==> src/rtl/pgbuf_pkg.sv <==
package pgbuf_pkg;
    typedef enum logic [1:0] {
        ST_IDLE  = 2'd0,
        ST_FILL  = 2'd1,
        ST_WRITE = 2'd2
    } pg_state_t;
endpackage

==> src/rtl/pgbuf_ctrl.sv <==
module pgbuf_ctrl
    import pgbuf_pkg::*;
(
    input  logic      clk,
    input  logic      rst_n,
    input  logic      byte_vld,
    input  logic      commit,
    input  logic      abort,
    output pg_state_t state,
    output logic      ld_first,
    output logic      ld_byte,
    output logic      clr,
    output logic      we
);
    pg_state_t state_n;

    always_ff @(posedge clk or negedge rst_n) begin
        if (!rst_n) state <= ST_IDLE;
        else        state <= state_n;
    end

    always_comb begin
        state_n = state;
        unique case (state)
            ST_IDLE:  if (byte_vld && !abort && !commit) state_n = ST_FILL;  // open
            ST_FILL: begin
                if (abort)       state_n = ST_IDLE;                          // drop
                else if (commit) state_n = ST_WRITE;                         // close
            end
            ST_WRITE: state_n = ST_IDLE;                                     // done
            default:  state_n = ST_IDLE;
        endcase
    end

    always_comb begin
        ld_first = 1'b0;
        ld_byte  = 1'b0;
        clr      = 1'b0;
        we       = 1'b0;
        unique case (state)
            ST_IDLE:  ld_first = byte_vld && !abort && !commit;
            ST_FILL: begin
                ld_byte = byte_vld && !abort && !commit;
                clr     = abort;
            end
            ST_WRITE: begin
                we  = 1'b1;
                clr = 1'b1;
            end
            default: ;
        endcase
    end


    we_pulse_chk: assert property (@(posedge clk) disable iff (!rst_n)
        we |=> !we);


    abort_wins_chk: assert property (@(posedge clk) disable iff (!rst_n)
        (state == ST_FILL && abort) |=> (state == ST_IDLE));


    write_done_chk: assert property (@(posedge clk) disable iff (!rst_n)
        (state == ST_WRITE) |=> (state == ST_IDLE));
endmodule

==> src/rtl/pgbuf_ptr.sv <==
module pgbuf_ptr #(
    parameter int AW = 12,
    parameter int PAGE_BYTES = 32,
    localparam int OW = $clog2(PAGE_BYTES),
    localparam int PW = AW - OW
) (
    input  logic          clk,
    input  logic          rst_n,
    input  logic [AW-1:0] addr,
    input  logic          ld_first,
    input  logic          ld_byte,
    output logic [PW-1:0] page_q,
    output logic [OW-1:0] wr_off
);
    logic [OW-1:0] off_q;

    always_comb wr_off = ld_first ? addr[OW-1:0] : off_q;

    always_ff @(posedge clk or negedge rst_n) begin
        if (!rst_n) begin
            page_q <= '0;
            off_q  <= '0;
        end else begin
            if (ld_first) page_q <= addr[AW-1:OW];
            if (ld_first || ld_byte) off_q <= wr_off + OW'(1);
        end
    end


    page_hold_chk: assert property (@(posedge clk) disable iff (!rst_n)
        !ld_first |=> $stable(page_q));


    off_wrap_chk: assert property (@(posedge clk) disable iff (!rst_n)
        (ld_byte && wr_off == OW'(PAGE_BYTES - 1)) |=> (off_q == '0));
endmodule

==> src/rtl/pgbuf_store.sv <==
module pgbuf_store #(
    parameter int PAGE_BYTES = 32,
    localparam int OW = $clog2(PAGE_BYTES)
) (
    input  logic                    clk,
    input  logic                    rst_n,
    input  logic                    ld,
    input  logic [OW-1:0]           off,
    input  logic [7:0]              din,
    input  logic                    clr,
    output logic [8*PAGE_BYTES-1:0] data_q,
    output logic [PAGE_BYTES-1:0]   mask_q
);
    for (genvar i = 0; i < PAGE_BYTES; i++) begin : g_slot
        logic hit;
        always_comb hit = ld && (off == OW'(i));

        always_ff @(posedge clk or negedge rst_n) begin
            if (!rst_n) begin
                data_q[8*i +: 8] <= 8'hFF;
                mask_q[i]        <= 1'b0;
            end else if (clr) begin
                mask_q[i] <= 1'b0;
            end else if (hit) begin
                data_q[8*i +: 8] <= din;
                mask_q[i]        <= 1'b1;
            end
        end
    end


    mask_clear_chk: assert property (@(posedge clk) disable iff (!rst_n)
        clr |=> (mask_q == '0));


    mask_step_chk: assert property (@(posedge clk) disable iff (!rst_n)
        !clr |=> ($countones(mask_q) <= $past($countones(mask_q)) + 1));
endmodule

==> src/rtl/pgbuf_wrap.sv <==
module pgbuf_wrap
    import pgbuf_pkg::*;
#(
    parameter int AW = 12,
    parameter int PAGE_BYTES = 32,
    localparam int OW = $clog2(PAGE_BYTES),
    localparam int PW = AW - OW
) (
    input  logic                    clk,
    input  logic                    rst_n,
    input  logic [AW-1:0]           addr,
    input  logic                    byte_vld,
    input  logic [7:0]              byte_data,
    input  logic                    commit,
    input  logic                    abort,
    output logic                    arr_we,
    output logic [PW-1:0]           arr_page,
    output logic [8*PAGE_BYTES-1:0] arr_data,
    output logic [PAGE_BYTES-1:0]   arr_mask
);
    pg_state_t     state;
    logic          ld_first, ld_byte, clr;
    logic [OW-1:0] wr_off;

    pgbuf_ctrl u_ctrl (
        .clk      (clk),
        .rst_n    (rst_n),
        .byte_vld (byte_vld),
        .commit   (commit),
        .abort    (abort),
        .state    (state),
        .ld_first (ld_first),
        .ld_byte  (ld_byte),
        .clr      (clr),
        .we       (arr_we)
    );

    pgbuf_ptr #(.AW(AW), .PAGE_BYTES(PAGE_BYTES)) u_ptr (
        .clk      (clk),
        .rst_n    (rst_n),
        .addr     (addr),
        .ld_first (ld_first),
        .ld_byte  (ld_byte),
        .page_q   (arr_page),
        .wr_off   (wr_off)
    );

    pgbuf_store #(.PAGE_BYTES(PAGE_BYTES)) u_store (
        .clk    (clk),
        .rst_n  (rst_n),
        .ld     (ld_first || ld_byte),
        .off    (wr_off),
        .din    (byte_data),
        .clr    (clr),
        .data_q (arr_data),
        .mask_q (arr_mask)
    );


    we_mask_chk: assert property (@(posedge clk) disable iff (!rst_n)
        arr_we |-> (arr_mask != '0));


    idle_commit_chk: assert property (@(posedge clk) disable iff (!rst_n)
        (state == ST_IDLE) |=> !arr_we);
endmodule

==> config.mk <==
export PLATFORM = sky130hd
export DESIGN_NAME = pgbuf_wrap
export DESIGN_NICKNAME = d
export VERILOG_FILES = /design/src/rtl/pgbuf_pkg.sv /design/src/rtl/pgbuf_ctrl.sv /design/src/rtl/pgbuf_ptr.sv /design/src/rtl/pgbuf_store.sv /design/src/rtl/pgbuf_wrap.sv
export SDC_FILE = /design/constraint.sdc
export NUM_CORES = 1
export LEC_CHECK = 0
export BUFFER_PORTS_ARGS = -buffer_cell sky130_fd_sc_hd__buf_2
export CORE_ASPECT_RATIO = 2
export CORE_MARGIN = 3
export CORE_UTILIZATION = 50
export DETAILED_ROUTE_END_ITERATION = 7
export PLACE_DENSITY = 0.84
export SKIP_CTS_REPAIR_TIMING = 1
export SYNTH_ARGS = -nofsm -noshare
export SYNTH_HDL_FRONTEND = slang
export SYNTH_SLANG_ARGS = --single-unit
==> constraint.sdc <==
create_clock -name clk -period 7.6 [get_ports clk]
set_input_delay 0.38 -clock clk [delete_from_list [all_inputs] [get_ports clk]]
set_output_delay 0.38 -clock clk [all_outputs]
set_load 0.05 [all_outputs]
* Word-level counts from Yosys, hierarchy flattened
Index checks and enable logic that the tools add are counted.
** Word-level totals
- Bits of input ports :: 25
- Bits in latches :: 0
- Memories :: 0
- Output and inout bits :: 296
- Register bits :: 302
- ROM bits :: 0
- RAM bits :: 0
** Operators by class
- Magnitude comparators :: 0
- $mul :: 0
- Div/mod/pow operators :: 0
- Multiplexer cells :: 73
- Reduce and logical (&&, ||, !) cells :: 104
- Eq/ne operators :: 35
- Bitwise gates (word level) :: 1
- Shift-type cells :: 0
- $add $sub $neg :: 1
** Operator list (number)
- $eq A5 B5 Y1 const B :: 16
- $mux W1 :: 67
- $reduce_and A2 Y1 :: 33
- $reduce_bool A2 Y1 :: 32
- $eq A5 B4 Y1 const B :: 8
- $logic_and A1 B1 Y1 :: 34
- $eq A5 B3 Y1 const B :: 4
- $eq A5 B2 Y1 const B :: 2
- $mux W2 :: 3
- $add A5 B1 Y5 const B :: 1
- $eq A5 B1 Y1 const B :: 1
- $logic_not A5 Y1 :: 1
- $mux W5 :: 1
- $pmux W2 S2 :: 1
- $ne A3 B3 Y1 const B :: 1
- $eq A2 B1 Y1 const B :: 1
- $eq A2 B2 Y1 const B :: 1
- $logic_not A1 Y1 :: 2
- $logic_not A2 Y1 :: 1
- $ne A2 B1 Y1 const B :: 1
- $pmux W1 S2 :: 1
- $logic_or A1 B1 Y1 :: 1
- $not A1 Y1 :: 1

* Longest topological paths before layout
Gate-level depths: netlist (run 1).
- Word-level depth :: 9
- Mapped depth :: 11
- Mapped depth without buffers :: 9

* Cells and area by module
Synthesis (run 1) repeated with hierarchy kept, for this count alone.
** Unflattened totals
- Cells, all modules :: 761
- Area total of the unflattened synthesis :: 12029.0 um^2
** By module, submodules not included
- pgbuf_store :: cells an instance 698, area each 11248.3 um^2, instances 1
- pgbuf_ptr :: cells an instance 43, area each 600.6 um^2, instances 1
- pgbuf_ctrl :: cells an instance 19, area each 173.9 um^2, instances 1
- pgbuf_wrap :: cells an instance 1, area each 6.3 um^2, instances 1

* Least setup slack after synthesis (run 1)
No wires, ideal clock.
- Path kind :: register -> register
- From :: register u_ctrl.state[0]
- To :: register u_store.data_q[48]
- Arrival time :: 2.361 ns
- Buffers on the path :: 1
- Slack :: 5.157 ns
- Stages on the path, launching flop included :: 8
- Library setup time :: 0.082 ns
- Cells stage by stage :: dfrtp_1 inv_1 ha_1 a21oi_1 o211ai_4 buf_6 nor3_2 mux2_2
** On the way
- Cells in the longest elaborated chain, start to end :: 6
- Elaborated cells on any way between the ends :: 12
- Classes of those cells :: eq/ne: 3; mux: 4; bitwise: 1; reduce/logical: 4
** Ends and longest elaborated chain
- from (decl) :: line pgbuf_ctrl.sv:9 : output pg_state_t state,
- from (signal assigned) :: line pgbuf_ctrl.sv:19 : else state <= state_n;
- $logic_not A2 Y1 :: line pgbuf_ctrl.sv:40 : unique case (state)
- $mux W1 :: line pgbuf_ctrl.sv:40
- $mux W5 :: line pgbuf_ptr.sv:17 : always_comb wr_off = ld_first ? addr[OW-1:0] : off_q;
- $eq A5 B3 Y1 :: line pgbuf_store.sv:16 : always_comb hit = ld && (off == OW'(i));
- $logic_and A1 B1 Y1 :: line pgbuf_store.sv:16
- $reduce_and A2 Y1 (no source line) *
- to (signal, indexed assignment) :: line pgbuf_store.sv:25 : data_q[8*i +: 8] <= din;
- to (decl) :: line pgbuf_store.sv:11 : output logic [8*PAGE_BYTES-1:0] data_q,
Mark *: on every way between the ends. The rest lies on a longest branch, timed or not.
A chain may end at the register's enable or synchronous reset.

* Worst setup path after layout (run 1)
- From :: register u_ctrl.state[1]
- To :: register u_store.data_q[82]
** On the way
- Cells in the longest elaborated chain, start to end :: 6
- Elaborated cells on any way between the ends :: 12
- Classes of those cells :: eq/ne: 3; mux: 4; bitwise: 1; reduce/logical: 4
** Ends and longest elaborated chain (line)
- $logic_not A2 Y1 :: pgbuf_ctrl.sv:40
- $mux W1 :: pgbuf_ctrl.sv:40
- $mux W5 :: pgbuf_ptr.sv:17
- $eq A5 B4 Y1 :: pgbuf_store.sv:16
- $logic_and A1 B1 Y1 :: pgbuf_store.sv:16
- $reduce_and A2 Y1 (no source line) *
Marks and branches as above.

==> flow_summary_export.csv, run 1 <==
group,metric,value,unit
cells_and_area,layout.nets,1137,
synthesis,synth.distinct_cells,42,
route,first_pass_iters,4,
synthesis,synth.cells.most_frequent,"mux2_2, dfstp_2, nand2_1",
cells_and_area,final_util,0.627,
global_route,grt_max_degree,153,
synthesis,synthArstFlopShare,1.00,
critical_path,crit_end,"u_store.data_q[82]",
sta,clock_skew,18.8,ps
sta,period_needed,3260,ps
synthesis,synth_top_area_share,0.545,
pwr,p_per_area,380,nW/µm²
critical_path,reg2reg_to,"u_store.data_q[82]",
global_route,grt.overflow.total,0,
global_route,grt_antenna_before_repair,2,
die,coreArea,24100,µm²
worst_hold_path,hold_class,"in -> reg",
synthesis,synth_edf_count,0,
synthesis,syn-num-nets,826,
route,via_per_inst,5.35,
placement,placed_area,14200,µm²
pwr,p_leak,7.66,nW
critical_path,reg2regPathDepth,6,
die,start_util,0.512,
synthesis,ys.flop_type,"dfstp_2",
cts,path_clk_slew,60,ps
critical_path,setup.worst_path.end_class,"flip-flop",
cts,cts_sinks,302,
placement,port-buffer-count,320,
cts,cts_tree,"yes",
global_route,grt_pass1_vias,8395,
placement,place_ws,4260,ps
placement,dp.cells,1405,
die,die_x,117,µm
synthesis,synth-seq-cells,302,
run_status,status,"completed",
route,drt_iter0_drc,254,
synthesis,syn_inst,795,
route,post_drt_wl_per_cell,22.4,µm
cts,clock_latency,540,ps
sta,slew_viol_final,0,
route,remaining_drc_errors,0,
critical_path,regToRegSetupSlack,4340,ps
die,num_io_pins,321,
critical_path,cp.arrival,3720,ps
cts,cts_buffers,26,
cells_and_area,final_cell_count_no_fill,1456,
sta,max_freq,307,MHz
critical_path,worstPathMaxFanout,15,
run,cap_violations,0,
route,ant_nets,0,
synthesis,synth_area,12300,µm²
cells_and_area,fillers,1824,
sta,finalSetupViolCount,0,
placement,finalWeightedCongestion,0.838,
sta,layout_setup_ws,4340,ps
synthesis,yosysTopAreaCell,"dfstp_2",
cells_and_area,syn2layout_area_growth,22.5,%
global_route,grt_pass1_wl,49.1,mm
sta,hold_viol,0,
placement,dp_hpwl,22.7,mm
pwr,ir_drop,0.000272,V
sta,slew_headroom,0.344,
critical_path,crit_type,"reg -> reg",
die,rows,80,
sta,setup_tns,0,ps
critical_path,startpoint_type,"flip-flop",
critical_path,r2r_start,"u_ctrl.state[1]",
cts,root_buffer,"clkbuf_16",
cts,cts_max_level,1,
critical_path,critical_path_required,8060,ps
synthesis,synth_most_common_cell,"mux2_2",
route,routed_wl,32.6,mm
cells_and_area,drive_gt1_frac,0.817,
synthesis,yosys_warnings,0,
synthesis,avgSynthCellArea,15.5,µm²
sta,finalCritPeriodShare,0.429,
global_route,gr-usage-all-layers,0.241,
synthesis,synth_area_leaders,"dfstp_2, mux2_2, dfrtp_1",
die,die_area,26700,µm²
sta,worst_slew_pin_slew,985,ps
cells_and_area,stdcell_area,15100,µm²
critical_path,startpoint,"u_ctrl.state[1]",
cts,cts_max_path_buffers,3,
sta,rsz0062_at_grt,"false",
synthesis,ys_seq_area_frac,0.638,
die,die_y,228,µm
route,dr_total_vias,7794,
critical path: stages, from the launching register on:
cell	delay, ps
dfrtp_1	410
inv_1	110
ha_1	240
nor4bb_4	890
mux2i_1	420
nor3_2	710
mux2_2	420
registers in the layout (all words and copies together) (netlist names):
signal,count
u_store.data_q,256
u_store.mask_q,32
u_ptr.page_q,7
u_ptr.off_q,5
u_ctrl.state,2
cell usage in the layout (no fill, tap or decap), drive strengths merged, types with 2 or more instances in the layout:
| master | instances |
|---|---|
| a21o | 16 |
| a21oi | 8 |
| and2 | 2 |
| buf | 324 |
| bufinv | 2 |
| clkbuf | 36 |
| clkinv | 8 |
| dfrtp | 46 |
| dfstp | 256 |
| diode | 2 |
| ha | 6 |
| inv | 5 |
| mux2 | 261 |
| mux2i | 13 |
| nand2 | 64 |
| nand2b | 5 |
| nand3 | 15 |
| nand3b | 7 |
| nand4 | 2 |
| nor2 | 7 |
| nor3 | 19 |
| nor3b | 8 |
| o21ai | 2 |
worst min path at each step:
stage             from            endpoint  slack [ps]  cells past startpoint
3_3_place_gp     rst_n  u_store.mask_q[25]         360                      1
6_report       addr[9]     u_ptr.page_q[4]          50                      3
2_1_floorplan    rst_n     u_ctrl.state[0]          80                      0
5_1_grt        addr[9]     u_ptr.page_q[4]          40                      3
3_5_place_dp     rst_n  u_store.mask_q[25]         370                      1
4_1_cts          rst_n  u_store.mask_q[25]        -200                      1
stage by stage:
step	hold WS [ps]	total power, mW
floorplan	84.4	3.94
global placement	358	4.40
detailed placement	369	4.45
CTS	-200	5.81
global route	38.2	5.99
finish	46.6	5.75
report_power, final:
| group | switching [mW] | internal, mW |
|---|---|---|
| Clock | 0.579 | 0.752 |
| Combinational | 1.61 | 0.516 |
| Sequential | 0.191 | 2.10 |
| Total | 2.38 | 3.37 |
metal layers:
layer	routed length, µm	part of all wire	GRT usage	vias up
li1	-	-	-	3406
met1	11300	0.35	0.252	4033
met2	18100	0.55	0.450	275
met3	1630	0.050	0.0411	80
met4	1620	0.050	0.114	0
met5	0	0	0	-
logic make-up after synthesis:
kind of cell    count (synthesis)  synth area share
compound gates                 32            0.0187
xor+xnor                        1          0.000709
fa+ha+maj                       6           0.00608
buf+inv                        46            0.0162
flops                         302             0.638
mux                           274             0.251
simple gates                  134            0.0696
layout make-up:
class                           instances  area (µm²)  area share
Antenna cell                            2        5.00    0.000331
Clock buffer                           36         738      0.0488
Clock inverter                         12         128     0.00844
Inverter                                4        15.0    0.000993
Multi-Input combinational cell        447        4290       0.283
Sequential cell                       302        7880       0.521
Tap cell                              328         410      0.0271
Timing Repair Buffer                  325        1660       0.110
Note: power is estimated with default switching activity, not from simulation.
==> run 2, diff against run 1 <==
==> constraint.sdc (replaced) <==
create_clock -name clk -period 3 [get_ports clk]
set_input_delay 0.15 -clock clk [delete_from_list [all_inputs] [get_ports clk]]
set_output_delay 0.15 -clock clk [all_outputs]
set_load 0.05 [all_outputs]
==> run 2 against run 1 <==
The flow now finishes with violations (hold timing). Design area is 1.4% higher. Routed wire length is 1.9% higher. Non-clock buffer count up 21. Global-route usage increased by 0.59 points. Sequential power rose to 2.5 times the previous value. Largest cell class unchanged. Die area unchanged. First-iteration DRC count up 31%. Cell count grew 1.3%. Hold slack got worse by 67 ps. Clock skew shrank 8.0 ps. Sequential share of layout area fell by 0.74 points. Power grew to 2.6 times the previous value.
==> flow_summary_export.csv, run 2 (same netlist as run 1, synthesis figures left out) <==
group,metric,value,unit
die,die_area,26700,µm²
pwr,p_leak,7.78,nW
sta,rsz0062_at_grt,"false",
critical_path,r2r_start,"u_ctrl.state[1]",
placement,port-buffer-count,320,
sta,slew_viol_final,0,
cells_and_area,largest_register_ffs,256,
sta,worst_slew_pin_slew,836,ps
sta,layout_setup_ws,278,ps
route,first_pass_iters,4,
die,rows,80,
cells_and_area,stdcell_area,15300,µm²
pwr,ir_drop,0.000916,V
route,ant_nets,0,
run_status,violations,"hold timing",
global_route,grt_max_degree,96,
sta,finalCritPeriodShare,0.907,
cells_and_area,largest-register,"u_store.data_q",
pwr,internal_power,8.67,mW
worst_hold_path,hold_class,"in -> reg",
route,routed_wl,33.3,mm
cts,cts_max_path_buffers,3,
die,num_io_pins,321,
cells_and_area,layout_common_cells,"buf_2, mux2_2, dfstp_2",
route,wl_met3,1.72,mm
critical_path,critical_path_required,3480,ps
placement,placed_area,14400,µm²
cells_and_area,n_antenna_cell,0,
route,dr_total_vias,7903,
pwr,p_per_area,961,nW/µm²
cts,cts_max_level,1,
pwr,p_comb_frac,0.368,
pwr,power_switching,6.08,mW
cells_and_area,reg.largest.list,"u_store.data_q: 256 flops, u_store.mask_q: 32 flops, u_ptr.page_q: 7 flops",
critical_path,cp.arrival,3200,ps
cells_and_area,layout_commonest_cell,"buf_2",
critical_path,reg2reg_to,"u_store.data_q[185]",
route,topRoutingLayerUsed,"met4",
route,post_drt_wl_per_cell,22.5,µm
route,drt_iter0_drc,333,
die,die_x,117,µm
cts,root_buffer,"clkbuf_16",
cells_and_area,syn2layout_area_growth,24.2,%
critical_path,crit_slowest_cell,"or3b_1",
cts,path_clk_slew,70,ps
critical_path,startpoint_type,"flip-flop",
placement,dp_hpwl,23.5,mm
cts,clock_latency,550,ps
placement,dp.cells,1419,
route,wl_met1,11.7,mm
cells_and_area,fillers,1783,
global_route,grt.overflow.total,0,
cts,cts_sinks,302,
worst_hold_path,holdPathEnd,"u_ctrl.state[1]",
global_route,grt_antenna_before_repair,0,
pwr,power_frac_seq,0.395,
run_status,status,"complete, but fails checks",
cells_and_area,layout.nets,1158,
cts,cts_buffers,26,
sta,period_needed,2720,ps
cells_and_area,final_util,0.636,
die,die_y,228,µm
sta,clock_skew,10.8,ps
global_route,gr-usage-all-layers,0.247,
sta,finalSetupViolCount,0,
critical_path,setup.worst_path.end_class,"flip-flop",
pwr,clkPwrFrac,0.237,
cts,cts_tree,"yes",
global_route,grt_pass1_wl,50.0,mm
die,start_util,0.512,
sta,setup_tns,0,ps
critical_path,crit_type,"reg -> reg",
pwr,swShare,0.412,
die,coreArea,24100,µm²
critical_path,reg2regPathDepth,6,
worst_hold_path,hold_depth,3,
sta,slew_headroom,0.440,
pwr,p_total,14.7,mW
route,wl_met2,18.2,mm
critical_path,crit_chain,"inv_1 > ha_1 > nor4bb_4 > mux2i_2 > or3b_1 > mux2_2",
critical_path,regToRegSetupSlack,280,ps
cells_and_area,final_cell_count_no_fill,1475,
sta,max_freq,367,MHz
worst_hold_path,hold_start,"commit",
route,via_per_inst,5.36,
critical_path,startpoint,"u_ctrl.state[1]",
placement,place_ws,272,ps
critical_path,worstPathMaxFanout,9,
global_route,grt_pass1_vias,8388,
run,cap_violations,0,
sta,whs,-19.9,ps
sta,hold_viol,1,
route,remaining_drc_errors,0,
cells_and_area,drive_gt1_frac,0.813,
critical_path,cpPeakStageDelay,600,ps
placement,finalWeightedCongestion,0.893,
[run 2: worst max-delay path: cells and delay by family (launching register included)]
kind / cells / cell delay, ps
buf+inv: 1 / 120
mux: 2 / 750
flops: 1 / 410
fa+ha+maj: 1 / 270
simple gates: 2 / 1110
[run 2: worst max path at each step]
stage | to | slack, ps | depth (start not counted)
2_1_floorplan | u_store.data_q[48] | 560 | 7
3_3_place_gp | u_store.data_q[61] | 390 | 7
3_5_place_dp | u_store.data_q[56] | 270 | 7
4_1_cts | u_store.data_q[56] | 290 | 7
5_1_grt | u_store.data_q[4] | 140 | 7
6_report | u_store.data_q[185] | 280 | 6
[run 2: cell type report]
type	count	area (µm²)	share of cell area
clock buffers	36	739	0.0482
multi-input cells	447	4290	0.279
clock inverters	12	149	0.00970
inverters	4	15.0	0.000979
well taps	328	410	0.0267
repair buffers	346	1860	0.122
flip-flops and latches	302	7880	0.513
[run 2: routing by layer]
layer,vias to the layer above,global-route usage
met5,-,0
met4,0,0.112
met3,86,0.0395
met2,280,0.453
met1,4091,0.270
li1,3446,-
[run 2: power by group through the flow]
stage / Clock (mW) / Sequential [mW] / Combinational (mW)
6_report: 3.50 / 5.82 / 5.43
3_3_place_gp: 0 / 5.82 / 5.37
2_1_floorplan: 0 / 8.60 / 1.38
3_5_place_dp: 0 / 5.87 / 5.46
5_1_grt: 3.73 / 5.92 / 5.68
4_1_cts: 3.58 / 5.82 / 5.47
